===== src/rtl/qpd_pkg.sv =====
package qpd_pkg;
  localparam int unsigned NUM_PHASES = 4;
  localparam int unsigned PH_W       = $clog2(NUM_PHASES);
  localparam int unsigned NUM_CH     = 3;

  typedef logic [PH_W-1:0] phase_t;

  // Bit k set: the sample of phase k+1 is subtracted for channel ch.
  // Channel 0 follows the spin sign, 1 the spin*coil product, 2 is all plus.
  function automatic logic [NUM_PHASES-1:0] neg_mask(input int ch);
    case (ch)
      0:       return 4'b1010;
      1:       return 4'b0110;
      default: return 4'b0000;
    endcase
  endfunction

  function automatic logic spin_of(input phase_t ph);
    return ~ph[0];
  endfunction

  function automatic logic coil_of(input phase_t ph);
    return ~ph[1];
  endfunction
endpackage


===== src/rtl/qpd_seq.sv =====
module qpd_seq
  import qpd_pkg::*;
(
  input  logic   clk,
  input  logic   rst,
  input  logic   phase_en,
  input  logic   sample_valid,
  output phase_t ph,
  output logic   spin_pol,
  output logic   coil_pol,
  output logic   acc_en,
  output logic   fresh,
  output logic   done
);
  logic   started;
  logic   win;
  logic   armed;
  phase_t next_ph;

  assign next_ph = started ? phase_t'(ph + 1'b1) : '0;
  assign acc_en  = win & sample_valid;

  always_ff @(posedge clk) begin
    if (rst) begin
      ph       <= '0;
      started  <= 1'b0;
      win      <= 1'b0;
      spin_pol <= 1'b1;
      coil_pol <= 1'b1;
      fresh    <= 1'b1;
      done     <= 1'b0;
      armed    <= 1'b0;
    end else begin
      armed <= 1'b1;
      win   <= phase_en;
      done  <= acc_en && (ph == phase_t'(NUM_PHASES - 1));
      if (phase_en) begin
        ph       <= next_ph;
        started  <= 1'b1;
        spin_pol <= spin_of(next_ph);
        coil_pol <= coil_of(next_ph);
      end
      if (phase_en && (next_ph == '0)) fresh <= 1'b1;
      else if (acc_en)                 fresh <= 1'b0;
    end
  end

  AST_PHASE_STEP: assert property (@(posedge clk) disable iff (rst || !armed)
    (phase_en && started) |=> (ph == phase_t'($past(ph) + 1'b1)));

  AST_POL_STABLE: assert property (@(posedge clk) disable iff (rst || !armed)
    !phase_en |=> ($stable(spin_pol) && $stable(coil_pol)));
endmodule


===== src/rtl/qpd_accum.sv =====
module qpd_accum
  import qpd_pkg::*;
#(
  parameter int unsigned              SAMPLE_W = 16,
  parameter int unsigned              SUM_W    = SAMPLE_W + 2,
  parameter logic [NUM_PHASES-1:0]    NEG_MASK = '0
) (
  input  logic                       clk,
  input  logic                       rst,
  input  logic                       acc_en,
  input  logic                       fresh,
  input  phase_t                     ph,
  input  logic [SAMPLE_W-1:0]        sample,
  output logic signed [SUM_W-1:0]    sum
);
  localparam int unsigned EXT_W = SUM_W - SAMPLE_W;

  logic signed [SUM_W-1:0] ext;
  logic signed [SUM_W-1:0] term;
  logic signed [SUM_W-1:0] base;
  logic                    armed;

  assign ext  = {{EXT_W{sample[SAMPLE_W-1]}}, sample};
  assign term = NEG_MASK[ph] ? -ext : ext;
  assign base = fresh ? '0 : sum;

  always_ff @(posedge clk) begin
    if (rst) begin
      sum   <= '0;
      armed <= 1'b0;
    end else begin
      armed <= 1'b1;
      if (acc_en) sum <= base + term;
    end
  end

  AST_IGNORED_HOLD: assert property (@(posedge clk) disable iff (rst || !armed)
    !acc_en |=> $stable(sum));
endmodule


===== src/rtl/quad_phase_demod.sv =====
module quad_phase_demod
  import qpd_pkg::*;
#(
  parameter int unsigned SAMPLE_W = 16
) (
  input  logic                                  clk,
  input  logic                                  rst,
  input  logic                                  phase_en,
  input  logic                                  sample_valid,
  input  logic [SAMPLE_W-1:0]                   sample,
  output logic                                  spin_pol,
  output logic                                  coil_pol,
  output logic signed [SAMPLE_W+PH_W-1:0]       sig_sum,
  output logic signed [SAMPLE_W+PH_W-1:0]       ref_sum,
  output logic signed [SAMPLE_W+PH_W-1:0]       off_sum,
  output logic                                  out_valid
);
  localparam int unsigned SUM_W = SAMPLE_W + PH_W;

  phase_t                  ph;
  logic                    acc_en;
  logic                    fresh;
  logic                    armed;
  logic signed [SUM_W-1:0] sums [NUM_CH];

  qpd_seq u_seq (
    .clk          (clk),
    .rst          (rst),
    .phase_en     (phase_en),
    .sample_valid (sample_valid),
    .ph           (ph),
    .spin_pol     (spin_pol),
    .coil_pol     (coil_pol),
    .acc_en       (acc_en),
    .fresh        (fresh),
    .done         (out_valid)
  );

  for (genvar c = 0; c < NUM_CH; c++) begin : g_ch
    qpd_accum #(
      .SAMPLE_W (SAMPLE_W),
      .SUM_W    (SUM_W),
      .NEG_MASK (neg_mask(c))
    ) u_acc (
      .clk    (clk),
      .rst    (rst),
      .acc_en (acc_en),
      .fresh  (fresh),
      .ph     (ph),
      .sample (sample),
      .sum    (sums[c])
    );
  end

  assign sig_sum = sums[0];
  assign ref_sum = sums[1];
  assign off_sum = sums[2];

  always_ff @(posedge clk) begin
    if (rst) armed <= 1'b0;
    else     armed <= 1'b1;
  end

  AST_VALID_PULSE: assert property (@(posedge clk) disable iff (rst || !armed)
    out_valid |=> !out_valid);

  AST_VALID_CONTEXT: assert property (@(posedge clk) disable iff (rst || !armed)
    out_valid |-> ($past(sample_valid) && !$past(spin_pol) && !$past(coil_pol)));

  AST_SUM_PARITY: assert property (@(posedge clk) disable iff (rst || !armed)
    out_valid |-> ((sig_sum[0] == ref_sum[0]) && (off_sum[0] == sig_sum[0])));
endmodule


===== config.mk =====
export PLATFORM = sky130hd
export DESIGN_NAME = quad_phase_demod
export DESIGN_NICKNAME = d
export VERILOG_FILES = /design/src/rtl/qpd_pkg.sv /design/src/rtl/qpd_seq.sv /design/src/rtl/qpd_accum.sv /design/src/rtl/quad_phase_demod.sv
export SDC_FILE = /design/constraint.sdc
export NUM_CORES = 1
export LEC_CHECK = 0
export BUFFER_PORTS_ARGS = -buffer_cell sky130_fd_sc_hd__buf_2
export CAP_MARGIN = 10
export CELL_PAD_IN_SITES_DETAIL_PLACEMENT = 1
export CELL_PAD_IN_SITES_GLOBAL_PLACEMENT = 2
export CORE_UTILIZATION = 30
export DETAILED_ROUTE_END_ITERATION = 10
export GPL_TIMING_DRIVEN = 0
export PLACE_DENSITY_LB_ADDON = 0.1
export SKIP_CTS_REPAIR_TIMING = 1
export SLEW_MARGIN = 20
export SYNTH_ARGS = -nofsm -noshare
export SYNTH_HDL_FRONTEND = slang
export SYNTH_SLANG_ARGS = --single-unit

===== constraint.sdc =====
create_clock -name clk -period 3.47 [get_ports clk]
set_input_delay 0.347 -clock clk [delete_from_list [all_inputs] [get_ports clk]]
set_output_delay 0.347 -clock clk [all_outputs]
set_load 0.1 [all_outputs]

==> results.sh <==
export IMPL_synth_top_family_by_area="simple AND/OR/NAND/NOR gates"
export IMPL_netlist_cell_type_count=66
export IMPL_async_reset_ff_frac=0
export IMPL_drtAntennaViolNets=0
export IMPL_cts_root_buf="clkbuf_16"
export IMPL_fillCellCount=2175
export IMPL_grt_pass1_wl_um=30200
export IMPL_firstDrtPassIters=4
export IMPL_synth_net_count=789
export IMPL_synth_simple_gate_area_frac=0.283
export IMPL_maxCapViolCount=0
export IMPL_gp_congestion=0.832
export IMPL_drv_slew=0
export IMPL_layout_common_cells="nand2_1 (107), buf_2 (72), a21oi_1 (67)"
export IMPL_dpl_hpwl_um=15200
export IMPL_num_rows=48
export IMPL_synth_cells=713
export IMPL_start_util=0.308
export IMPL_max_freq_mhz=297
export IMPL_hold_viol_final=0
export IMPL_drtIter0Drc=179
export IMPL_status="finished, final reports clean"
export IMPL_yosysSeqAreaShare=0.231
export IMPL_hold_ws_ps=428
export IMPL_fin_util=0.387
export IMPL_cts_tree="done"
export IMPL_crit_fanout=6
export IMPL_muxShareOfSynthArea=0.00396
export IMPL_ys_ff_latch=62
export IMPL_synth_flop_cell="dfxtp_1"
export IMPL_power_leakage_nw=2.89
export IMPL_htreeDepth=3
export IMPL_core_mm2=0.0174
export IMPL_syn_avg_cell_area_um2=7.54
export IMPL_drc=0
export IMPL_antennaDiodeCount=0
export IMPL_clockBufferDepth=2
export IMPL_layout_drive_gt1_share=0.195
export IMPL_start_kind="primary input"
export IMPL_antenna_found_initial=0
export IMPL_clkTransAtPathRegs_ps=60
export IMPL_nets=885
export IMPL_path_class="in -> reg"
export IMPL_holdCritPathClass="in -> reg"
export IMPL_ys_warn_count=0
export IMPL_cts_sinks=62
export IMPL_synth_top_area_share=0.231
export IMPL_die_area_mm2=0.0184
export IMPL_synth_area_leaders="dfxtp_1 (23%), ha_1 (12%), nand2_1 (7.8%), xnor2_1 (7.5%), nor2b_1 (6.6%)"
export IMPL_numCtsBuffers=9
export IMPL_grt_pass1_vias=5508
export IMPL_grt_max_degree=11
export IMPL_synth_xor_xnor_area_share=0.0962
export IMPL_routed_via_count=5458
export IMPL_pre_cts_ws_ps=-826
export IMPL_layout_setup_ws_ps=106
export IMPL_endpoint_kind="register"
export IMPL_rsz0062_at_grt="yes"
export IMPL_synth_edf_count=0
export IMPL_power_density_mw_per_mm2=360
export IMPL_grt_overflow_total=0
export IMPL_synth_area_leader_cell="dfxtp_1"
export IMPL_die_w_um=136
export IMPL_synthesis_area_mm2=0.00537
export IMPL_period_minus_slack_ps=3360
export IMPL_place_port_buffers=74
export IMPL_clk_insertion_delay_late_ps=340
export IMPL_areaGrowthSynthToFinish_pct=25.4
export IMPL_fin_skew_ps=7.62
export IMPL_synthAdderAreaFrac=0.135
export IMPL_crit_arrival_ps=3600
export IMPL_final_common_cell="nand2_1"
export IMPL_slew_headroom=0.392
export IMPL_fp_dieH_um=136
export IMPL_setup_violations=0
export IMPL_period_share=0.969
export IMPL_finalWirelength_um=19900
export IMPL_wire_per_inst_um=19.2
export IMPL_placed_cells=1012
export IMPL_max_vdd_ir_drop_uv=226
export IMPL_fin_cells=1039
export IMPL_cp_required_ps=3700
export IMPL_viasPerCell=5.25
export IMPL_grt_usage=0.222
export IMPL_ios=77
export IMPL_synth_compound_area_frac=0.202
export IMPL_tightest_slew_ps=913
==> Yosys cell counts (all sizes together), types with 3 or more instances <==
library cell    n
nor3           16
nor2           44
nand3b          5
or3            12
nand3          21
and3            5
buf             6
xor2           13
and2            7
o211ai          3
or4             3
nand4           3
a21o           14
nand2         112
o21bai          6
dfxtp          62
inv            23
o21ai          30
a31oi           8
fa              3
nor4b           4
nor2b          57
nand2b          8
xnor2          46
a21oi          68
o31a            3
o21a            8
a211oi         11
clkbuf         27
ha             53
==> cell families (layout without fill, tap and decap cells) <==
group	after synthesis	in the layout
buffers and inverters	56	157
AO/OA/AOI/OAI	173	173
adder cells (fa/ha/maj)	56	56
AND/OR/NAND/NOR	305	305
XOR/XNOR	59	59
flip-flops	62	62
multiplexers	2	2
==> worst paths after layout <==
check	startpoint	to	slack, ps	cells after the start
setup reg to reg	u_seq.fresh	g_ch[2].u_acc.sum[16]	150	14
setup / recovery	sample[0]	g_ch[1].u_acc.sum[17]	110	20
hold / removal	phase_en	u_seq.started	430	3
hold reg to reg	g_ch[1].u_acc.sum[12]	g_ch[1].u_acc.sum[12]	460	2
==> report_power, final <==
part	leakage (nW)	internal, mW	switching [mW]
clock network	0.157	0.647	0.363
registers	0.504	0.741	0.0220
logic	2.23	0.192	0.462
total	2.89	1.58	0.847
==> sequential cells by signal (all words and copies together) (netlist names) <==
signal / cells
u_seq.done: 1
u_seq.ph: 2
u_seq.coil_pol: 1
g_ch.u_acc.sum: 54
u_seq.fresh: 1
u_seq.win: 1
u_seq.spin_pol: 1
u_seq.started: 1
==> per-stage QoR <==
stage	total power, mW	instance area, um^2	TNS (ps)
after detailed placement	1.39	6020	-7750
after global routing	2.54	6740	-101
final	2.43	6740	0
after global placement	1.38	6020	-6240
after floorplan	1.23	5370	0
after CTS	2.41	6340	-4210
==> per-layer routing <==
layer / track usage / vias to the layer above / part of all wire
met3: 0.0272 / 25 / 0.030
li1: - / 2680 / -
met5: 0 / - / 0
met4: 0.0918 / 0 / 0.022
met1: 0.285 / 2661 / 0.46
met2: 0.372 / 92 / 0.49
==> cell type report <==
type / instances / area, um^2 / area share
multi-input cells: 595 / 4090 / 0.607
well taps: 225 / 282 / 0.0418
flip-flops and latches: 62 / 1240 / 0.184
inverters: 23 / 106 / 0.0158
clock inverters: 4 / 70.1 / 0.0104
plain buffers: 33 / 206 / 0.0306
repair buffers: 85 / 492 / 0.0730
clock buffers: 12 / 246 / 0.0366
==> critical path, stage by stage <==
cell,delay (ps)
buf_12,120
clkinv_8,40
ha_4,140
nand2_4,50
or3_4,340
or3_4,360
or3_4,360
nand2_4,100
xnor2_4,120
ha_4,250
nand2_2,70
nor2_2,40
a211oi_2,230
o21ai_2,100
buf_4,150
a211oi_4,210
o21bai_1,100
xnor2_1,220
nand4b_1,120
o311ai_1,110
Power figures use the tool's default switching activity.
